**src/rtl/csq_pkg.sv**
```systemverilog
package csq_pkg;

  typedef enum logic [2:0] {
    ST_IDLE = 3'd0,
    ST_SUP  = 3'd1,
    ST_DLY  = 3'd2,
    ST_OST  = 3'd3,
    ST_LOCK = 3'd4,
    ST_RUN  = 3'd5
  } stage_e;

  localparam logic [2:0] SEL_FRC    = 3'd0;
  localparam logic [2:0] SEL_FRCPLL = 3'd1;
  localparam logic [2:0] SEL_PRI    = 3'd2;
  localparam logic [2:0] SEL_PRIPLL = 3'd3;
  localparam logic [2:0] SEL_SOSC   = 3'd4;
  localparam logic [2:0] SEL_LPRC   = 3'd5;
  localparam logic [2:0] SEL_FRCD16 = 3'd6;
  localparam logic [2:0] SEL_FRCDN  = 3'd7;

  // strobes from control to datapath
  typedef struct packed {
    logic cntClr;
    logic cycTick;
    logic edgeTick;
    logic selLoad;
  } ctl_t;

  function automatic logic needsOst(logic [2:0] sel, logic xtal);
    case (sel)
      SEL_PRI, SEL_PRIPLL: return xtal;
      SEL_SOSC:            return 1'b1;
      default:             return 1'b0;
    endcase
  endfunction

  function automatic logic needsLock(logic [2:0] sel);
    return (sel == SEL_FRCPLL) || (sel == SEL_PRIPLL);
  endfunction

endpackage

```
**src/rtl/csq_dpath.sv**
```systemverilog
module csq_dpath
  import csq_pkg::*;
#(
  parameter int DLY_CYC   = 44,
  parameter int OST_EDGES = 1024,
  parameter int LOCK_CYC  = 60000,
  parameter int SYNC_N    = 2
) (
  input  logic       clk,
  input  logic       rstN,
  input  ctl_t       ctl,
  input  logic       oscIn,
  input  logic [2:0] cfgOsc,
  input  logic       cfgXtal,
  output logic [2:0] actSel,
  output logic       needOst,
  output logic       needLock,
  output logic       dlyHit,
  output logic       ostHit,
  output logic       lockHit
);
  localparam int MAX_A = (DLY_CYC > OST_EDGES) ? DLY_CYC : OST_EDGES;
  localparam int MAXC  = (MAX_A > LOCK_CYC) ? MAX_A : LOCK_CYC;
  localparam int CW    = (MAXC < 2) ? 1 : $clog2(MAXC);
  localparam logic [CW-1:0] DLY_LAST  = CW'(DLY_CYC - 1);
  localparam logic [CW-1:0] OST_LAST  = CW'(OST_EDGES - 1);
  localparam logic [CW-1:0] LOCK_LAST = CW'(LOCK_CYC - 1);

  logic [SYNC_N-1:0] oscSync;
  logic              oscPrev;
  logic              oscRise;
  logic [CW-1:0]     cnt;
  logic              xtalQ;

  always_ff @(posedge clk or negedge rstN) begin
    if (!rstN) begin
      oscSync <= '0;
      oscPrev <= 1'b0;
    end else begin
      oscSync <= {oscSync[SYNC_N-2:0], oscIn};
      oscPrev <= oscSync[SYNC_N-1];
    end
  end

  assign oscRise = oscSync[SYNC_N-1] & ~oscPrev;

  always_ff @(posedge clk or negedge rstN) begin
    if (!rstN) begin
      cnt <= '0;
    end else if (ctl.cntClr) begin
      cnt <= '0;
    end else if (ctl.cycTick || (ctl.edgeTick && oscRise)) begin
      cnt <= cnt + 1'b1;
    end
  end

  always_ff @(posedge clk or negedge rstN) begin
    if (!rstN) begin
      actSel <= SEL_FRC;
      xtalQ  <= 1'b0;
    end else if (ctl.selLoad) begin
      actSel <= cfgOsc;
      xtalQ  <= cfgXtal;
    end
  end

  assign needOst  = needsOst(actSel, xtalQ);
  assign needLock = needsLock(actSel);
  assign dlyHit   = (cnt == DLY_LAST);
  assign ostHit   = oscRise && (cnt == OST_LAST);
  assign lockHit  = (cnt == LOCK_LAST);
endmodule

```
**src/rtl/csq_ctrl.sv**
```systemverilog
module csq_ctrl
  import csq_pkg::*;
#(
  parameter int WARM_N = 2
) (
  input  logic              clk,
  input  logic              rstN,
  input  logic              porEvt,
  input  logic              borEvt,
  input  logic [WARM_N-1:0] warmEvt,
  input  logic              supplyOk,
  input  logic              needOst,
  input  logic              needLock,
  input  logic              dlyHit,
  input  logic              ostHit,
  input  logic              lockHit,
  output ctl_t              ctl,
  output stage_e            stage
);
  stage_e stNext;
  logic   coldPend;
  logic   coldEvt;
  logic   anyEvt;

  assign coldEvt = porEvt | borEvt;
  assign anyEvt  = coldEvt | (|warmEvt);

  always_ff @(posedge clk or negedge rstN) begin
    if (!rstN)            coldPend <= 1'b1;
    else if (coldEvt)     coldPend <= 1'b1;
    else if (ctl.selLoad) coldPend <= 1'b0;
  end

  always_ff @(posedge clk or negedge rstN) begin
    if (!rstN) stage <= ST_IDLE;
    else       stage <= stNext;
  end

  always_comb begin
    stNext = stage;
    ctl    = '0;
    if (anyEvt) begin
      stNext     = ST_IDLE;
      ctl.cntClr = 1'b1;
    end else begin
      case (stage)
        ST_IDLE: begin
          ctl.cntClr  = 1'b1;
          ctl.selLoad = coldPend;
          stNext      = ST_SUP;
        end
        ST_SUP: begin
          ctl.cntClr = 1'b1;
          if (supplyOk) stNext = ST_DLY;
        end
        ST_DLY: begin
          if (dlyHit) begin
            ctl.cntClr = 1'b1;
            stNext = needOst ? ST_OST : (needLock ? ST_LOCK : ST_RUN);
          end else begin
            ctl.cycTick = 1'b1;
          end
        end
        ST_OST: begin
          if (ostHit) begin
            ctl.cntClr = 1'b1;
            stNext = needLock ? ST_LOCK : ST_RUN;
          end else begin
            ctl.edgeTick = 1'b1;
          end
        end
        ST_LOCK: begin
          if (lockHit) begin
            ctl.cntClr = 1'b1;
            stNext = ST_RUN;
          end else begin
            ctl.cycTick = 1'b1;
          end
        end
        default: begin
          ctl.cntClr = 1'b1;
          stNext     = ST_RUN;
        end
      endcase
    end
  end
endmodule

```
**src/rtl/clk_start_seq.sv**
```systemverilog
module clk_start_seq
  import csq_pkg::*;
#(
  parameter int WARM_N    = 2,
  parameter int DLY_CYC   = 44,
  parameter int OST_EDGES = 1024,
  parameter int LOCK_CYC  = 60000
) (
  input  logic              clk,
  input  logic              rstN,
  input  logic              porEvt,
  input  logic              borEvt,
  input  logic [WARM_N-1:0] warmEvt,
  input  logic              supplyOk,
  input  logic [2:0]        cfgOsc,
  input  logic              cfgXtal,
  input  logic              oscIn,
  output logic              sysRstHold,
  output logic [2:0]        actSel,
  output logic [2:0]        stage
);
  ctl_t   ctl;
  stage_e stageQ;
  logic   needOst, needLock, dlyHit, ostHit, lockHit;

  csq_ctrl #(.WARM_N(WARM_N)) u_ctrl (
    .clk(clk), .rstN(rstN), .porEvt(porEvt), .borEvt(borEvt),
    .warmEvt(warmEvt), .supplyOk(supplyOk), .needOst(needOst),
    .needLock(needLock), .dlyHit(dlyHit), .ostHit(ostHit),
    .lockHit(lockHit), .ctl(ctl), .stage(stageQ)
  );

  csq_dpath #(
    .DLY_CYC(DLY_CYC), .OST_EDGES(OST_EDGES), .LOCK_CYC(LOCK_CYC), .SYNC_N(2)
  ) u_dpath (
    .clk(clk), .rstN(rstN), .ctl(ctl), .oscIn(oscIn), .cfgOsc(cfgOsc),
    .cfgXtal(cfgXtal), .actSel(actSel), .needOst(needOst),
    .needLock(needLock), .dlyHit(dlyHit), .ostHit(ostHit), .lockHit(lockHit)
  );

  assign stage      = stageQ;
  assign sysRstHold = (stageQ != ST_RUN);
endmodule

```
**config.mk**
```make
export PLATFORM = sky130hd
export DESIGN_NAME = clk_start_seq
export DESIGN_NICKNAME = d
export VERILOG_FILES = /design/src/rtl/csq_pkg.sv /design/src/rtl/csq_dpath.sv /design/src/rtl/csq_ctrl.sv /design/src/rtl/clk_start_seq.sv
export SDC_FILE = /design/constraint.sdc
export NUM_CORES = 1
export LEC_CHECK = 0
export ABC_AREA = 1
export BUFFER_PORTS_ARGS = -buffer_cell sky130_fd_sc_hd__clkbuf_2
export CAP_MARGIN = 5
export CORE_UTILIZATION = 65
export CTS_BUF_LIST = sky130_fd_sc_hd__clkbuf_8
export DETAILED_ROUTE_END_ITERATION = 12
export PLACE_DENSITY = 0.84
export SYNTH_ARGS = -nofsm -noshare
export SYNTH_HDL_FRONTEND = slang
export SYNTH_SLANG_ARGS = --single-unit
```
**constraint.sdc**
```tcl
create_clock -name clk -period 4.75 [get_ports clk]
set_clock_uncertainty 0.1 [all_clocks]
set_input_delay 0.2375 -clock clk [delete_from_list [all_inputs] [get_ports clk]]
set_output_delay 0.2375 -clock clk [all_outputs]
set_load 0.02 [all_outputs]
```
==> metrics.cfg <==
[layout]
antenna_cells = 0
final_util = 0.7513
drive_above_1_share = 0.2061
fin_nets = 310
area_delta_synth_final_pct = 5.221
fillers = 225

[power]
peakVddDrop_mv = 0.2414
powerDensity_nw_per_um2 = 196.3
p_leak_uw = 0.001104

[yosys]
synth_compound_area_frac = 0.01843
synth_area_leaders = dfrtp_1 32%, nand2_1 13%, nor2_1 7.6%
synth_top_area_frac = 0.3194
muxShareOfSynthArea = 0
synth.distinct_cells = 31
syn-instance-count = 284
syn-cell-area_um2 = 2037
synthXorXnorAreaFrac = 0.05160
synth_seq_cells = 27
ys_seq_area_frac = 0.3323
yosysWarningCount = 0
synth_top_family_by_area = simple AND/OR/NAND/NOR gates
synthAdderAreaFrac = 0.006143
syn-num-nets = 297
yosys.area_share.simple = 0.4883
syn_area_per_cell_um2 = 7.172
yosys.area.top_type = dfrtp_1

[detailed_routing]
drt-initial-drc-count = 114
vias = 1795
drc = 1
top_layer_used = met4
avgRoutedWirePerCell_um = 12.61
final_antenna_net_count = 0
wl_met1_um = 2013
dr_wl_met2_um = 1880
drt-total-wl_um = 4122
drt_pass1_iterations = 9
vias_per_cell = 5.489
wl_met3_um = 211

[floorplan]
start_util = 0.7140
pin_count = 19
fp.dieH_um = 57.98
num_rows = 19
coreArea_um2 = 2853
die_width_um = 57.98
die_area_um2 = 3362

[cts]
cts-resized-gates = 0
cts_made_buffers = 3
h-tree-depth = 1
post-cts-setup-buffers = 0
clock-root-buffer = clkbuf_8
insertion_delay_ns = 0.27
clock_sinks = 27
cts_tree = done
clk_pin_slew_ns = 0.10
ctsLongestPathBuffers = 2

[worst_hold_path]
hp-class = input port to flip-flop

[critical_path]
critical_path.top_delay_family = simple AND/OR/NAND/NOR gates
cpMaxStageDelayCell = nor2_2
r2r_slack_ns = 2.55
critPathBufInv = 1
critical_path_class = flip-flop to flip-flop
crit_chain = ha_1 > nand2_1 > inv_2 > nand2_4 > nor2_4 > nand3_4 > nor2_1 > nor2_2 > nand3_1 > nand2_1
cp_common_cell = nand2_1
startpoint_type = flip-flop
end_kind = flip-flop
cp_max_fo = 13
required_ns = 4.87
worst_ep_arrival_time_ns = 2.32
max_stage_delay_ns = 0.64

[timing]
setup_viol = 0
rsz0062_at_grt = no
maxSlewViolCount = 0
max_freq_ghz = 0.4544
fin_crit_sh = 0.4633
hold_violations = 0
period_needed_ns = 2.201
hold_slack_ns = 0.05540
slew_headroom = 0.4578
setup-tns-final_ns = 0
worst_pin_slew_ns = 0.8124

[grt]
grt_pass1_vias = 1650
grt_pass1_wl_um = 7383
grt_max_degree = 28
antenna_found_initial = 0
grt_usage = 0.2807
gr-total-overflow = 0

[placement]
place_congestion = 0.8931
dp_hpwl_um = 3068
io_buffers = 18

[outcome]
violations = DRC
status = complete, but fails checks

[job]
drv_cap = 0

flip-flops by register name, indices dropped and copies added (netlist names):
register,cells
u_ctrl.coldPend,1
u_ctrl.stage,3
u_dpath.actSel,3
u_dpath.cnt,16
u_dpath.oscPrev,1
u_dpath.oscSync,2
u_dpath.xtalQ,1
area by class of cell:
cell class              count  area, um^2  share of cell area
multi-input cells         214        1150              0.5365
flip-flops and latches     27       676.9              0.3158
inverters                  31       118.9             0.05546
repair buffers             20       110.1             0.05137
clock buffers               3       41.29             0.01926
well taps                  31       38.79             0.01810
clock inverters             1       7.507            0.003503
metrics by stage:
step | worst slack [ns] | instances | total power, uW | area (um^2)
after floorplan | 3.032 | 284 | 270.5 | 2037
final | 2.549 | 327 | 420.7 | 2143
after detailed placement | 2.601 | 321 | 289.0 | 2074
after global placement | 2.659 | 321 | 288.3 | 2074
after global routing | 2.428 | 327 | 438.0 | 2143
after CTS | 2.569 | 327 | 423.3 | 2143
report_power, final:
group          internal [uW]  switching (uW)  total, uW
combinational           13.8            25.8       39.5
sequential               239            6.95        246
clock                   59.6            76.0        136
total                    312             109        421
cells by family (layout without fill, tap and decap cells):
group                      count (synthesis)  in the layout
buffers and inverters                     43             55
xor gates and xnor gates                  12             12
DFF                                       27             27
adders and majority gates                  1              1
AOI/OAI and AO/OA                          7              7
and+or+nand+nor                          194            194
repair_timing:
| item | 4_1_cts | 5_1_grt |
|---|---|---|
| hold buffers | 2 | 0 |
| hold endpoints to repair | 27 | 0 |
| setup endpoints to repair | 0 | 0 |
tightest hold or removal path: cells and delay by family:
family	cells	cell delay [ns]
simple gates	2	0.09
buf+inv	1	0.07
path summary, 6_finish.rpt:
check	endpoint	startpoint	depth (start not counted)
max reg2reg	u_dpath.cnt[14]	u_dpath.cnt[0]	10
min in group asynchronous	u_dpath.cnt[4]	rstN	2
min	u_dpath.xtalQ	cfgXtal	3
max in group asynchronous	u_dpath.cnt[15]	rstN	2
max	u_dpath.cnt[14]	u_dpath.cnt[0]	10
min reg2reg	u_dpath.oscSync[1]	u_dpath.oscSync[0]	0
routing by layer:
layer | up-vias | track usage
li1 | 932 | -
met2 | 48 | 0.4187
met4 | 0 | 0.07823
met1 | 813 | 0.4345
met3 | 2 | 0.02679
met5 | - | 0
cell usage in the layout, fill, tap and decap left out:
master,instances
nand3_1,24
dfstp_2,1
ha_1,1
nand3b_1,1
nor3_2,1
dlygate4sd3_1,2
nand2_2,6
nand2_4,3
dfrtp_1,26
xor2_1,10
o21ai_0,4
nand4_1,19
nor2_1,41
clkbuf_8,3
xnor2_1,2
nor3_1,5
nor2_2,4
clkbuf_2,18
nand2_1,72
or2_2,1
inv_4,1
inv_1,24
nand3_2,10
or2_0,1
nand3_4,2
inv_2,6
o21bai_1,1
clkinvlp_4,1
a21oi_1,2
nor2_4,4
synth_stat cells (all sizes together):
cell / number
inv: 31
a21oi: 2
nor3: 6
buf: 11
nand3: 36
xor2: 10
dfrtp: 26
nor2: 49
dfstp: 1
nand4: 19
or2: 2
nand3b: 1
o21ai: 4
o21bai: 1
nand2: 81
clkbuf: 1
ha: 1
xnor2: 2
Power figures use the tool's default switching activity.
